===== src/rtl/pwmfo_pkg.sv =====
// Shared encodings for the force-out selector.
// Assumes: source and output codes are fixed by software convention.
package pwmfo_pkg;
    localparam int SRC_W  = 3;
    localparam int NUM_SRC = 1 << SRC_W;
    localparam int OSEL_W = 2;

    typedef enum logic [SRC_W-1:0] {
        SRC_SW   = 3'd0,
        SRC_MSW  = 3'd1,
        SRC_RLD  = 3'd2,
        SRC_MRLD = 3'd3,
        SRC_SYN  = 3'd4,
        SRC_MSYN = 3'd5,
        SRC_XSYN = 3'd6,
        SRC_XFRC = 3'd7
    } fo_src_e;

    typedef enum logic [OSEL_W-1:0] {
        OSEL_PWM = 2'd0,
        OSEL_INV = 2'd1,
        OSEL_LVL = 2'd2,
        OSEL_ALT = 2'd3
    } osel_e;

    // Picks the live signal for one pair from its held code.
    function automatic logic osel_pick(logic [OSEL_W-1:0] code, logic pwm, logic lvl, logic alt);
        case (code)
            OSEL_PWM: osel_pick = pwm;
            OSEL_INV: osel_pick = ~pwm;
            OSEL_LVL: osel_pick = lvl;
            default:  osel_pick = alt;
        endcase
    endfunction
endpackage


===== src/rtl/fo_edge_sync.sv =====
// Synchronizes an asynchronous event line and emits a one-cycle pulse on
// its rising edge. Assumes: input stays stable for at least two clocks.
module fo_edge_sync #(
    parameter int STAGES = 2
) (
    input  logic clk,
    input  logic rst_n,
    input  logic async_in,
    output logic rise_p
);
    localparam int LEN = STAGES + 1;
    logic [LEN-1:0] shreg;

    // Shift the input through the synchronizer and a history flop.
    always_ff @(posedge clk) begin
        if (!rst_n) shreg <= '0;
        else        shreg <= {shreg[LEN-2:0], async_in};
    end

    assign rise_p = shreg[STAGES-1] & ~shreg[STAGES];
endmodule


===== src/rtl/fo_out_pair.sv =====
// Holds the select code of one channel pair and steers the chosen signal
// to the output. Assumes: capture is a single-cycle strobe.
module fo_out_pair
    import pwmfo_pkg::*;
(
    input  logic              clk,
    input  logic              rst_n,
    input  logic              cap,
    input  logic [OSEL_W-1:0] code_nxt,
    input  logic              pwm,
    input  logic              lvl,
    input  logic              alt,
    output logic [OSEL_W-1:0] code_q,
    output logic              sig_out
);
    // Load the pending code on a strobe; default to plain PWM.
    always_ff @(posedge clk) begin
        if (!rst_n)   code_q <= OSEL_PWM;
        else if (cap) code_q <= code_nxt;
    end

    // Combinational steering on live inputs.
    always_comb sig_out = osel_pick(code_q, pwm, lvl, alt);
endmodule


===== src/rtl/fo_submod.sv =====
// One submodule: strobe source mux plus a generated set of channel pairs.
// Assumes: all strobe inputs are already synchronous single-cycle pulses.
module fo_submod
    import pwmfo_pkg::*;
#(
    parameter int NPAIR = 2
) (
    input  logic                    clk,
    input  logic                    rst_n,
    input  logic                    l_force,
    input  logic                    l_reload,
    input  logic                    l_sync,
    input  logic                    m_force,
    input  logic                    m_reload,
    input  logic                    m_sync,
    input  logic                    x_sync,
    input  logic                    x_force,
    input  logic [SRC_W-1:0]        src,
    input  logic [NPAIR*OSEL_W-1:0] code_nxt,
    input  logic [NPAIR-1:0]        pwm,
    input  logic [NPAIR-1:0]        lvl,
    input  logic [NPAIR-1:0]        alt,
    output logic [NPAIR*OSEL_W-1:0] code_q,
    output logic [NPAIR-1:0]        sig_out,
    output logic                    fire
);
    logic [NUM_SRC-1:0] events;

    // Gather the eight candidate strobes in select order.
    always_comb begin
        events           = '0;
        events[SRC_SW]   = l_force;
        events[SRC_MSW]  = m_force;
        events[SRC_RLD]  = l_reload;
        events[SRC_MRLD] = m_reload;
        events[SRC_SYN]  = l_sync;
        events[SRC_MSYN] = m_sync;
        events[SRC_XSYN] = x_sync;
        events[SRC_XFRC] = x_force;
    end

    assign fire = events[src];

    for (genvar p = 0; p < NPAIR; p++) begin : g_pair
        fo_out_pair u_pair (
            .clk      (clk),
            .rst_n    (rst_n),
            .cap      (fire),
            .code_nxt (code_nxt[p*OSEL_W +: OSEL_W]),
            .pwm      (pwm[p]),
            .lvl      (lvl[p]),
            .alt      (alt[p]),
            .code_q   (code_q[p*OSEL_W +: OSEL_W]),
            .sig_out  (sig_out[p])
        );
    end
endmodule


===== src/rtl/pwm_force_sel.sv =====
// Top: N_SUB submodules with two channel pairs each. Submodule 0's local
// force, reload and sync are shared as master strobes; external events
// are synchronized once and fanned out. Assumes rst_n is synchronous.
module pwm_force_sel
    import pwmfo_pkg::*;
#(
    parameter int N_SUB   = 3,
    parameter int SYNC_FF = 2
) (
    input  logic                    clk,
    input  logic                    rst_n,
    input  logic [N_SUB-1:0]        sw_force,
    input  logic [N_SUB-1:0]        reload,
    input  logic [N_SUB-1:0]        sync,
    input  logic [N_SUB*SRC_W-1:0]  src_sel,
    input  logic [N_SUB*OSEL_W-1:0] sel_a,
    input  logic [N_SUB*OSEL_W-1:0] sel_b,
    input  logic [N_SUB-1:0]        lvl_a,
    input  logic [N_SUB-1:0]        lvl_b,
    input  logic [N_SUB-1:0]        pwm_a,
    input  logic [N_SUB-1:0]        pwm_b,
    input  logic [N_SUB-1:0]        alt_a,
    input  logic [N_SUB-1:0]        alt_b,
    input  logic                    x_sync_in,
    input  logic                    x_force_in,
    output logic [N_SUB-1:0]        out_a,
    output logic [N_SUB-1:0]        out_b
);
    localparam int NPAIR = 2;

    logic                    x_sync_p;
    logic                    x_force_p;
    logic [N_SUB-1:0]        fire;
    logic [N_SUB*OSEL_W-1:0] hold_a;
    logic [N_SUB*OSEL_W-1:0] hold_b;

    fo_edge_sync #(.STAGES(SYNC_FF)) u_xsync (
        .clk (clk), .rst_n (rst_n), .async_in (x_sync_in),  .rise_p (x_sync_p)
    );
    fo_edge_sync #(.STAGES(SYNC_FF)) u_xforce (
        .clk (clk), .rst_n (rst_n), .async_in (x_force_in), .rise_p (x_force_p)
    );

    for (genvar i = 0; i < N_SUB; i++) begin : g_sub
        logic [NPAIR*OSEL_W-1:0] codes_q;
        logic [NPAIR-1:0]        sigs;

        fo_submod #(.NPAIR(NPAIR)) u_sub (
            .clk      (clk),
            .rst_n    (rst_n),
            .l_force  (sw_force[i]),
            .l_reload (reload[i]),
            .l_sync   (sync[i]),
            .m_force  (sw_force[0]),
            .m_reload (reload[0]),
            .m_sync   (sync[0]),
            .x_sync   (x_sync_p),
            .x_force  (x_force_p),
            .src      (src_sel[i*SRC_W +: SRC_W]),
            .code_nxt ({sel_b[i*OSEL_W +: OSEL_W], sel_a[i*OSEL_W +: OSEL_W]}),
            .pwm      ({pwm_b[i], pwm_a[i]}),
            .lvl      ({lvl_b[i], lvl_a[i]}),
            .alt      ({alt_b[i], alt_a[i]}),
            .code_q   (codes_q),
            .sig_out  (sigs),
            .fire     (fire[i])
        );

        assign hold_a[i*OSEL_W +: OSEL_W] = codes_q[OSEL_W-1:0];
        assign hold_b[i*OSEL_W +: OSEL_W] = codes_q[2*OSEL_W-1:OSEL_W];
        assign out_a[i] = sigs[0];
        assign out_b[i] = sigs[1];
    end
endmodule


===== config.mk =====
export PLATFORM = sky130hd
export DESIGN_NAME = pwm_force_sel
export DESIGN_NICKNAME = d
export VERILOG_FILES = /design/src/rtl/pwmfo_pkg.sv /design/src/rtl/fo_edge_sync.sv /design/src/rtl/fo_out_pair.sv /design/src/rtl/fo_submod.sv /design/src/rtl/pwm_force_sel.sv
export SDC_FILE = /design/constraint.sdc
export NUM_CORES = 1
export LEC_CHECK = 0
export CAP_MARGIN = 15
export CORE_UTILIZATION = 40
export DETAILED_ROUTE_END_ITERATION = 6
export PLACE_DENSITY_LB_ADDON = 0.1
export SLEW_MARGIN = 20
export SYNTH_ARGS = -nofsm -noshare
export SYNTH_HDL_FRONTEND = slang
export SYNTH_HIERARCHICAL = 1
export SYNTH_SLANG_ARGS = --single-unit

===== constraint.sdc =====
create_clock -name clk -period 2.93 [get_ports clk]
set_input_delay 0.293 -clock clk [delete_from_list [all_inputs] [get_ports clk]]
set_output_delay 0.293 -clock clk [all_outputs]
set_load 0.005 [all_outputs]

==> qor_table.md, run 1 <==
| Item | This run | Unit |
|---|---|---|
| Post-synthesis instance area | 985 | um^2 |
| Hold buffer count at CTS | 0 | - |
| Cells along the critical path | clkdlybuf4s50_1, xnor2_1, mux2i_1, clkdlybuf4s50_1 | - |
| Final RePlAce weighted congestion | 0.678 | - |
| Tot GR Track Use | 17.9 | % |
| Worst hold margin | 0.443 | ns |
| Aggregate global routing overflow | 0 | - |
| Top cell by count, worst path | sky130_fd_sc_hd__clkdlybuf4s50_1 | - |
| Tmin final | 1.84 | ns |
| Worst Hold Class | reg -> reg | - |
| Maximum number of pins on one net before global-route repair | 19 | - |
| Postcts setup bufs | 0 | - |
| H-Tree Depth | 1 | - |
| Wirelength, routed | 2.26 | mm |
| Critical path startpoint category | input pin | - |
| DRC violations left | 0 | - |
| Mapped Avg Cell Area | 12.8 | um^2 |
| Wire length of the first global-routing pass | 3.41 | mm |
| Max Buffers Root-to-Sink | 2 | - |
| FP Rows | 17 | - |
| Seq cells post-synth | 18 | - |
| Initial antenna violation count | 0 | - |
| Die Width | 51.6 | um |
| Static leakage | 0.624 | nW |
| Clock-pin slew of the registers on the worst-case setup and hold paths | 0.10 | ns |
| Total of cells resized after clock tree synthesis | 0 | - |
| Arrival time of the worst setup path | 1.55 | ns |
| Final count of pins violating max slew | 0 | - |
| Std-Cell Core Area | 2280 | um^2 |
| DR WL/cell | 13.6 | um |
| Number of antenna repair diodes | 0 | - |
| Share of post-route cells with drive strength above 1 | 6.52 | % |
| Total number of nets in the final design | 191 | - |
| Final antenna-violating net count | 0 | - |
| Number of DRC markers in iteration 0 | 9 | - |
| Number of top-level pins | 58 | - |
| Final core utilization | 71.5 | % |
| Rel. slew slack | 68.7 | % |
| Power density relative to cell area | 381 | nW/um^2 |
| Setup total negative slack | 0 | ns |
| Setup-failing EPs final | 0 | - |
| Number of different library cells in the post-synthesis netlist | 8 | - |
| Max-capacitance violation count | 0 | - |
| Number of endpoints with negative hold slack in the final report | 0 | - |
| Post-synthesis sequential area ratio | 36.6 | % |
| WS Path Type | in -> out | - |
| Vias in the first global route | 774 | - |
| Share of the clock period used by the worst path after layout | 62.8 | % |
| Master cell of the clock root buffer | sky130_fd_sc_hd__clkbuf_4 | - |
| Net Count, Synth | 129 | - |
| Largest fanout of any net on the critical path | 1 | - |
| Layout Area Growth over Synthesis | 65.2 | % |
| First-pass iteration count of the detailed router | 4 | - |
| Number of clock buffers inserted by TritonCTS | 3 | - |
| Clock tree from TritonCTS | yes | - |
| Peak supply drop | 0.294 | mV |
| Die Y-Extent | 51.6 | um |
| Clock Skews | 0.00379 | ns |
| Post-synthesis instance total | 77 | - |
| Data required time of the critical path | 2.64 | ns |
| Setup repair after global routing missed its margin | no | - |
| Floorplan die area | 2660 | um^2 |
| Critical Path Sink Type | primary output | - |
| Max Fclk | 544 | MHz |
| Run status | complete, no violations | - |
| Worst path max stage delay | 0.54 | ns |
| Crit path max-delay cell type | sky130_fd_sc_hd__clkdlybuf4s50_1 | - |
| Slew at the pin closest to its max-slew limit | 0.468 | ns |
| Number of synthesis warnings | 6 | - |
| Initial Utilization | 43.3 | % |
| Source-to-sink clock delay at the later pin of the worst-skew pair | 0.29 | ns |
| DR vias | 801 | - |
| Vias per std cell | 4.83 | - |
| Clock sink count | 18 | - |
| Count of buffers inserted at the top-level ports | 57 | - |
## cell usage after synthesis
master / count / area (um^2)
sky130_fd_sc_hd__xnor2_1: 6 / 52.6
sky130_fd_sc_hd__nor2b_4: 2 / 27.5
sky130_fd_sc_hd__dfxtp_1: 18 / 360
sky130_fd_sc_hd__nor2b_1: 12 / 75.1
sky130_fd_sc_hd__and2_1: 6 / 37.5
sky130_fd_sc_hd__mux2_2: 3 / 33.8
sky130_fd_sc_hd__mux4_1: 6 / 158
sky130_fd_sc_hd__mux2i_1: 24 / 240
## worst paths after layout
path                                    start                                                endpoint  slack (ns)  depth (start not counted)
hold reg to reg   u_xsync/shreg[0]$_SDFF_PN0_                             u_xsync/shreg[1]$_SDFF_PN0_        0.44                          1
hold / removal    u_xsync/shreg[0]$_SDFF_PN0_                             u_xsync/shreg[1]$_SDFF_PN0_        0.44                          1
setup / recovery                     pwm_b[2]                                                out_b[2]        1.09                          4
setup reg to reg  u_xsync/shreg[1]$_SDFF_PN0_  g_sub[1].u_sub/g_pair[0].u_pair/code_q[0]$_SDFFE_PN0P_        1.33                          5
## layout by cell type, fill, tap and decap left out, drive strengths merged
| cell | count |
|---|---|
| clkdlybuf4s50 | 57 |
| nor2b | 14 |
| dfxtp | 18 |
| clkbuf | 4 |
| xnor2 | 6 |
| mux2 | 3 |
| mux4 | 6 |
| mux2i | 24 |
| and2 | 6 |
## metrics by stage
step | area (um^2) | instances | setup slack, ns | power, mW
floorplan | 985 | 77 | 1.44 | 0.359
global placement | 1590 | 162 | 0.917 | 0.466
detailed placement | 1590 | 162 | 0.884 | 0.472
CTS | 1630 | 166 | 1.10 | 0.627
global route | 1630 | 166 | 1.07 | 0.654
finish | 1630 | 166 | 1.09 | 0.620
## cells by family (layout without fill, tap and decap cells)
family | after synthesis | count (layout) | synth area share, %
buf+inv | 0 | 61 | 0
simple gates | 20 | 20 | 14.2
xor+xnor | 6 | 6 | 5.34
flops | 18 | 18 | 36.6
mux | 33 | 33 | 43.8
## cell type report
cell class                      instances  area [um^2]
Clock buffer                            4         36.3
Fill cell                             179          649
Multi-Input combinational cell         59          624
Sequential cell                        18          360
Tap cell                               28         35.0
Timing Repair Buffer                   57          571
## flip-flops by register name, indices dropped and copies added, names as in the netlist
| register | flops |
|---|---|
| g_sub.u_sub/g_pair.u_pair/code_q | 12 |
| u_xforce/shreg | 3 |
| u_xsync/shreg | 3 |
## worst max-delay path, delay by kind of cell
kind	cells	cell delay, ns
mux	1	0.15
xor+xnor	1	0.13
buf+inv	2	0.98
## layer usage
metal	part of all wire (%)	vias up	GRT usage [%]
met4	1.4	0	8.11
li1	-	405	-
met3	6.2	4	4.39
met2	51	35	30.7
met5	0	-	0
met1	41	357	20.8
## power by group
group	switching [mW]	internal [mW]	leakage, nW
Sequential	0.0137	0.262	0.148
Combinational	0.0528	0.137	0.455
Clock	0.0785	0.0756	0.0210
Total	0.145	0.475	0.624
Power figures use the tool's default switching activity.
==> run 2: changes to the inputs <==
CORE_UTILIZATION = 33   (was 40)
clock period = 1.55 ns   (was 2.93 ns; I/O delays follow)
==> run 2 against run 1 <==
The run now ends with negative setup slack left. Final cell count is 1.8% higher. Critical endpoint is now g_sub[0].u_sub/g_pair[0].u_pair/code_q[0]$_SDFFE_PN0P_. Hold slack got worse by 0.030 ns. Clock-buffer cell count unchanged. Final area grew 0.23%. Utilization down 13 points. Non-clock buffer count stayed put. Largest cell class unchanged. Critical path type is now reg -> reg. Worst setup slack lost 1.1 ns.
==> qor_table.md, run 2 (synthesized netlist as in run 1, its figures left out) <==
| Item | This run | Unit | Delta |
|---|---|---|---|
| Number of flip-flops under the largest register name | 12 | - | unchanged |
| Max Buffers Root-to-Sink | 2 | - | unchanged |
| Clock Skews | 0.00143 | ns | was 0.00379 ns |
| Clock sink count | 18 | - | unchanged |
| Run status | finished, violations left | - | was complete, no violations |
| Slew at the pin closest to its max-slew limit | 0.494 | ns | was 0.468 ns |
| Peak supply drop | 0.442 | mV | was 0.294 mV |
| Master cell of the clock root buffer | sky130_fd_sc_hd__clkbuf_4 | - | unchanged |
| Worst Hold Path EP | u_xsync/shreg[0]$_SDFF_PN0_ | - | was u_xsync/shreg[1]$_SDFF_PN0_ |
| Number of clock buffers inserted by TritonCTS | 3 | - | unchanged |
| Reg-to-Reg End | g_sub[0].u_sub/g_pair[0].u_pair/code_q[0]$_SDFFE_PN0P_ | - | was g_sub[1].u_sub/g_pair[0].u_pair/code_q[0]$_SDFFE_PN0P_ |
| Total placed instance area | 1590 | um^2 | about the same |
| Number of endpoints with negative hold slack in the final report | 0 | - | unchanged |
| Fin area | 1630 | um^2 | about the same |
| Power density relative to cell area | 714 | nW/um^2 | was 381 nW/um^2 |
| Tot GR Track Use | 14.8 | % | was 17.9% |
| Share of the clock period used by the worst path after layout | 103 | % |  |
| Worst setup slack after placement | -0.374 | ns | was 0.884 ns |
| Wire length of the first global-routing pass | 3.62 | mm | was 3.41 mm |
| Source-to-sink clock delay at the later pin of the worst-skew pair | 0.29 | ns | about the same |
| Least setup slack across all paths after layout | -0.0517 | ns | was 1.09 ns |
| Floorplan die area | 3210 | um^2 | was 2660 um^2 |
| Clock tree from TritonCTS | yes | - | unchanged |
| Final antenna-violating net count | 0 | - | unchanged |
| FP Rows | 19 | - | was 17 |
| Cells along the critical path | nor2b_4, mux4_2, mux2_4, mux2i_1, nor2b_1 | - | was clkdlybuf4s50_1, xnor2_1, mux2i_1, clkdlybuf4s50_1 |
| H-Tree Depth | 1 | - | unchanged |
| Vias per std cell | 4.77 | - | was 4.83 |
| Initial Utilization | 35.4 | % | was 43.3% |
| Wirelength, routed | 2.28 | mm | was 2.26 mm |
| Leading cell types in the layout, fill and taps excluded | 50 x sky130_fd_sc_hd__clkdlybuf4s50_1, 24 x sky130_fd_sc_hd__mux2i_1, 12 x sky130_fd_sc_hd__nor2b_1, 11 x sky130_fd_sc_hd__dfxtp_1 | - | was 57 x sky130_fd_sc_hd__clkdlybuf4s50_1, 24 x sky130_fd_sc_hd__mux2i_1, 18 x sky130_fd_sc_hd__dfxtp_1, 12 x sky130_fd_sc_hd__nor2b_1 |
| Number of top-level pins | 58 | - | unchanged |
| Critical Path Sink Type | flop | - | was primary output |
| Max-capacitance violation count | 0 | - | unchanged |
| Crit Reg-Reg Startpoint | u_xsync/shreg[1]$_SDFF_PN0_ | - | unchanged |
| Maximum number of pins on one net before global-route repair | 19 | - | unchanged |
| Vias in the first global route | 850 | - | was 774 |
| Static leakage | 0.633 | nW | was 0.624 nW |
| Count of buffers inserted at the top-level ports | 57 | - | unchanged |
| Final RePlAce weighted congestion | 0.675 | - | was 0.678 |
| Layout Area Growth over Synthesis | 65.6 | % | was 65.2% |
| Postcts setup bufs | 0 | - | unchanged |
| Hold depth | 2 | - | was 1 |
| Std-Cell Core Area | 2780 | um^2 | was 2280 um^2 |
| Reg2Reg Setup Slack | -0.05 | ns | was 1.33 ns |
| DRC violations left | 0 | - | unchanged |
| Register with the most flip-flops | g_sub.u_sub/g_pair.u_pair/code_q | - | unchanged |
| Violated checks | negative setup slack | - |  |
| Largest registers in the final layout | g_sub.u_sub/g_pair.u_pair/code_q (12), u_xforce/shreg (3), u_xsync/shreg (3) | - | unchanged |
| Most frequent standard cell in the layout excluding fill and tap cells | sky130_fd_sc_hd__clkdlybuf4s50_1 | - | unchanged |
| Total chip power | 1.16 | mW | was 0.620 mW |
| Worst path max stage delay | 0.45 | ns | was 0.54 ns |
| Tmin final | 1.60 | ns |  |
| Arrival time of the worst setup path | 1.79 | ns | was 1.55 ns |
| Worst Hold Class | in -> reg | - | was reg -> reg |
| Total instance count after detailed placement | 165 | - | was 162 |
| Initial antenna violation count | 0 | - | unchanged |
| Data required time of the critical path | 1.73 | ns | was 2.64 ns |
| Setup total negative slack | -0.0701 | ns | was 0 ns |
| Crit path max-delay cell type | sky130_fd_sc_hd__mux4_2 | - | was sky130_fd_sc_hd__clkdlybuf4s50_1 |
| Hold buffer count at CTS | 0 | - | unchanged |
| Start point of the worst hold path | x_sync_in | - | was u_xsync/shreg[0]$_SDFF_PN0_ |
| Critical path startpoint category | flop | - | was input pin |
| Setup repair after global routing missed its margin | yes | - | was no |
| Hpwl dp | 1.82 | mm |  |
| Share of post-route cells with drive strength above 1 | 13.8 | % | was 6.52% |
| Setup-failing EPs final | 4 | - | was 0 |
| Final count of pins violating max slew | 0 | - | unchanged |
| DR WL/cell | 13.5 | um | was 13.6 um |
| Non-filler cells in the finished layout | 169 | - | was 166 |
| Largest fanout of any net on the critical path | 4 | - | was 1 |
| Number of DRC markers in iteration 0 | 7 | - | was 9 |
| Clock-pin slew of the registers on the worst-case setup and hold paths | 0.10 | ns | about the same |
| Max Fclk | 624 | MHz |  |
| Origin of the worst setup path | u_xsync/shreg[1]$_SDFF_PN0_ | - | was pwm_b[2] |
| WS Path Type | reg -> reg | - | was in -> out |
| DR vias | 806 | - | was 801 |
| Path depth of the worst reg2reg path | 5 | - | unchanged |
| Number of antenna repair diodes | 0 | - | unchanged |
| First-pass iteration count of the detailed router | 2 | - | was 4 |
| Rel. slew slack | 67.0 | % | was 68.7% |
| Die Width | 56.6 | um | was 51.6 um |
| Total number of nets in the final design | 191 | - | unchanged |
| Die Y-Extent | 56.6 | um | was 51.6 um |
| Aggregate global routing overflow | 0 | - | unchanged |
==> run 2: cell count changes in the layout (fill, tap and decap cells not counted) <==
cell | previous run | this run
sky130_fd_sc_hd__mux2_4 | 0 | 3
sky130_fd_sc_hd__mux4_2 | 0 | 3
sky130_fd_sc_hd__dfxtp_1 | 18 | 11
sky130_fd_sc_hd__mux4_1 | 6 | 3
sky130_fd_sc_hd__dlygate4sd2_1 | 0 | 7
sky130_fd_sc_hd__clkdlybuf4s50_1 | 57 | 50
sky130_fd_sc_hd__dfxtp_2 | 0 | 7
sky130_fd_sc_hd__mux2_2 | 3 | 0
==> run 2: layout make-up <==
type / instances / area (um^2)
sequential: 18 / 369
fill: 250 / 1150
clock buffer: 4 / 36.3
multi-input combinational: 59 / 624
tap: 31 / 38.8
timing repair buffer: 57 / 562
==> run 2: worst max-delay path, delay by kind of cell (launching register included) <==
| family | cells | cell delay [ns] |
|---|---|---|
| flip-flops | 1 | 0.33 |
| multiplexers | 3 | 0.96 |
| AND/OR/NAND/NOR | 2 | 0.21 |
==> run 2: worst max-delay path by stage <==
stage / slack, ns / depth (start not counted) / to
6_report: -0.05 / 5 / g_sub[0].u_sub/g_pair[0].u_pair/code_q[0]$_SDFFE_PN0P_
4_1_cts: -0.02 / 5 / g_sub[0].u_sub/g_pair[0].u_pair/code_q[0]$_SDFFE_PN0P_
5_1_grt: -0.12 / 5 / g_sub[0].u_sub/g_pair[0].u_pair/code_q[0]$_SDFFE_PN0P_
2_1_floorplan: 0.06 / 5 / g_sub[0].u_sub/g_pair[0].u_pair/code_q[0]$_SDFFE_PN0P_
3_3_place_gp: -0.33 / 5 / g_sub[0].u_sub/g_pair[0].u_pair/code_q[0]$_SDFFE_PN0P_
3_5_place_dp: -0.37 / 5 / g_sub[0].u_sub/g_pair[0].u_pair/code_q[0]$_SDFFE_PN0P_
==> run 2: what timing repair did <==
action | CTS | global route
cloned | 0 | 0
setup endpoints to repair | 18 | 12
hold endpoints to repair | 0 | 0
resized for setup | 20 | 0
==> run 2: power by group <==
part | internal, mW | switching (mW) | total [mW]
registers | 0.498 | 0.0260 | 0.523
logic | 0.248 | 0.101 | 0.349
clock network | 0.143 | 0.149 | 0.291
total | 0.889 | 0.275 | 1.16
==> run 2: per-stage QoR <==
stage	util, %	hold slack, ns
floorplan	-	0.277
global route	58.6	0.398
detailed placement	57.3	0.419
finish	58.6	0.413
CTS	58.6	0.407
global placement	57.3	0.416
==> run 2: per-layer routing <==
metal	global-route usage, %	share of wire [%]	vias to the layer above
met5	0	0	-
met4	6.27	0.53	0
met3	2.53	5.0	2
met2	27.7	55	27
met1	16.1	39	375
li1	-	-	402
==> run 3: changes to the inputs <==
CORE_MARGIN = 2   (was default)
==> run 3 against run 2 <==
The run ends with design-rule violations, negative setup slack left. Register-to-register slack better by 0.02 ns. Worst setup slack better by 0.024 ns. Utilization is 1.2 points lower. Hold slack better by 0.0089 ns. Final cell count shrank 0.59%. Critical path type unchanged.
==> qor_table.md, run 3 (synthesized netlist as in run 1, its figures left out) <==
| Item | This run | Unit | Delta |
|---|---|---|---|
| Non-filler cells in the finished layout | 168 | - | was 169 |
| Critical Path Sink Type | flop | - | unchanged |
| Most frequent standard cell in the layout excluding fill and tap cells | sky130_fd_sc_hd__clkdlybuf4s50_1 | - | unchanged |
| Source-to-sink clock delay at the later pin of the worst-skew pair | 0.28 | ns | was 0.29 ns |
| First-pass iteration count of the detailed router | 6 | - | was 2 |
| Vias in the first global route | 816 | - | was 850 |
| Static leakage | 0.618 | nW | was 0.633 nW |
| Tmin final | 1.58 | ns | was 1.60 ns |
| Power density relative to cell area | 680 | nW/um^2 | was 714 nW/um^2 |
| Leading cell types in the layout, fill and taps excluded | 48 x sky130_fd_sc_hd__clkdlybuf4s50_1, 23 x sky130_fd_sc_hd__mux2i_1, 12 x sky130_fd_sc_hd__nor2b_1, 11 x sky130_fd_sc_hd__dfxtp_1, 9 x sky130_fd_sc_hd__dlygate4sd2_1 | - | was 50 x sky130_fd_sc_hd__clkdlybuf4s50_1, 24 x sky130_fd_sc_hd__mux2i_1, 12 x sky130_fd_sc_hd__nor2b_1, 11 x sky130_fd_sc_hd__dfxtp_1 |
| DRC violations left | 5 | - | was 0 |
| Register with the most flip-flops | g_sub.u_sub/g_pair.u_pair/code_q | - | unchanged |
| Arrival time of the worst setup path | 1.76 | ns | was 1.79 ns |
| Setup repair after global routing missed its margin | yes | - | unchanged |
| Die Width | 58.6 | um | was 56.6 um |
| Run status | finished, violations left | - | unchanged |
| Floorplan die area | 3440 | um^2 | was 3210 um^2 |
| Final core utilization | 57.4 | % | was 58.6% |
| Critical path startpoint category | flop | - | unchanged |
| Wire length of the first global-routing pass | 3.37 | mm | was 3.62 mm |
| Number of DRC markers in iteration 0 | 25 | - | was 7 |
| Max Fclk | 634 | MHz | was 624 MHz |
| Number of antenna repair diodes | 0 | - | unchanged |
| Share of post-route cells with drive strength above 1 | 15.3 | % | was 13.8% |
| Final count of pins violating max slew | 0 | - | unchanged |
| Share of the clock period used by the worst path after layout | 102 | % | was 103% |
| Clock sink count | 18 | - | unchanged |
| Number of clock buffers inserted by TritonCTS | 3 | - | unchanged |
| WS Path Type | reg -> reg | - | unchanged |
| Max-capacitance violation count | 0 | - | unchanged |
| Total number of nets in the final design | 191 | - | unchanged |
| Worst Hold Class | in -> reg | - | unchanged |
| Tot GR Track Use | 13.1 | % | was 14.8% |
| Std-Cell Core Area | 2810 | um^2 | was 2780 um^2 |
| Number of filler instances in the final layout | 267 | - | was 250 |
| Data required time of the critical path | 1.73 | ns | about the same |
| Number of top-level pins | 58 | - | unchanged |
| FP Rows | 19 | - | unchanged |
| Wirelength, routed | 2.19 | mm | was 2.28 mm |
| Clock-pin slew of the registers on the worst-case setup and hold paths | 0.10 | ns | about the same |
| Die Y-Extent | 58.6 | um | was 56.6 um |
| Worst hold margin | 0.422 | ns | was 0.413 ns |
| Largest registers in the final layout | g_sub.u_sub/g_pair.u_pair/code_q (12), u_xforce/shreg (3), u_xsync/shreg (3) | - | unchanged |
| Number of endpoints with negative hold slack in the final report | 0 | - | unchanged |
| Maximum number of pins on one net before global-route repair | 19 | - | unchanged |
| Final RePlAce weighted congestion | 0.642 | - | was 0.675 |
| Hold depth | 2 | - | unchanged |
| Total instance count after detailed placement | 165 | - | unchanged |
| DR WL/cell | 13.0 | um | was 13.5 um |
| Path depth of the worst reg2reg path | 5 | - | unchanged |
| Clock tree from TritonCTS | yes | - | unchanged |
| Vias per std cell | 4.74 | - | was 4.77 |
| Largest fanout of any net on the critical path | 4 | - | unchanged |
| Max Buffers Root-to-Sink | 2 | - | unchanged |
| Violated checks | design-rule violations, negative setup slack | - | was negative setup slack |
| Slew at the pin closest to its max-slew limit | 0.481 | ns | was 0.494 ns |
| Clock Skews | 0.00503 | ns | was 0.00143 ns |
| Number of flip-flops under the largest register name | 12 | - | unchanged |
| Aggregate global routing overflow | 0 | - | unchanged |
| Postcts setup bufs | 0 | - | unchanged |
| Least setup slack across all paths after layout | -0.0277 | ns | was -0.0517 ns |
| Initial antenna violation count | 0 | - | unchanged |
| H-Tree Depth | 1 | - | unchanged |
| Rel. slew slack | 67.8 | % | was 67.0% |
| Hpwl dp | 1.76 | mm | was 1.82 mm |
| Final antenna-violating net count | 0 | - | unchanged |
| Setup-failing EPs final | 2 | - | was 4 |
| Layout Area Growth over Synthesis | 63.5 | % | was 65.6% |
| Total chip power | 1.10 | mW | was 1.16 mW |
| Peak supply drop | 0.333 | mV | was 0.442 mV |
| DR vias | 797 | - | was 806 |
| Master cell of the clock root buffer | sky130_fd_sc_hd__clkbuf_4 | - | unchanged |
| Count of buffers inserted at the top-level ports | 57 | - | unchanged |
| Initial Utilization | 35.1 | % | was 35.4% |
[run 3: cell types whose count changed in the layout (fill, tap and decap cells not counted), sizes merged]
cell           previous run  this run
clkdlybuf4s50            50        48
clkbuf                    4         3
dlygate4sd2               7         9
[run 3: metal layers]
layer  track usage (%)  vias up  wire, um
met4              6.82        0        40
li1                  -      399         -
met3              2.64        4       222
met5                 0        -         0
met1              16.3      356       996
met2              21.3       38       926
[run 3: area by class of cell]
class / count / area [um^2] / share of cell area (%)
flip-flops and latches: 18 / 369 / 22.9
well taps: 31 / 38.8 / 2.41
multi-input cells: 59 / 621 / 38.5
clock buffers: 3 / 22.5 / 1.40
repair buffers: 57 / 559 / 34.7
[run 3: worst paths after layout]
kind                               startpoint                                                      to  slack [ns]
setup reg to reg  u_xsync/shreg[1]$_SDFF_PN0_  g_sub[2].u_sub/g_pair[0].u_pair/code_q[0]$_SDFFE_PN0P_       -0.03
hold / removal                      x_sync_in                             u_xsync/shreg[0]$_SDFF_PN0_        0.42
hold reg to reg   u_xsync/shreg[0]$_SDFF_PN0_                             u_xsync/shreg[1]$_SDFF_PN0_        0.44
setup / recovery  u_xsync/shreg[1]$_SDFF_PN0_  g_sub[2].u_sub/g_pair[0].u_pair/code_q[0]$_SDFFE_PN0P_       -0.03
[run 3: per-stage QoR]
| step | area (um^2) | setup TNS (ns) | setup WS (ns) |
|---|---|---|---|
| finish | 1610 | -0.0322 | -0.0277 |
| global placement | 1590 | -3.94 | -0.370 |
| CTS | 1610 | -0.0104 | -0.0103 |
| floorplan | 985 | 0 | 0.0567 |
| global route | 1610 | -0.486 | -0.0903 |
| detailed placement | 1590 | -4.40 | -0.394 |
[run 3: worst max-delay path, cell delays in order (launching register included)]
cell                      delay (ns)
sky130_fd_sc_hd__dfxtp_2        0.33
sky130_fd_sc_hd__nor2b_4        0.12
sky130_fd_sc_hd__mux4_2         0.45
sky130_fd_sc_hd__mux2_4         0.32
sky130_fd_sc_hd__mux2i_2        0.20
sky130_fd_sc_hd__nor2b_1        0.06
[run 3: power breakdown]
group / switching (mW) / total (mW) / internal [mW]
sequential: 0.0264 / 0.524 / 0.497
clock: 0.132 / 0.223 / 0.0902
combinational: 0.100 / 0.349 / 0.249
total: 0.259 / 1.10 / 0.836
[run 3: timing repair]
| action | CTS | global route |
|---|---|---|
| hold buffers | 0 | 0 |
| endpoints found under the hold margin | 0 | 0 |
| setup endpoints to repair | 18 | 12 |
| gates resized for setup | 24 | 1 |
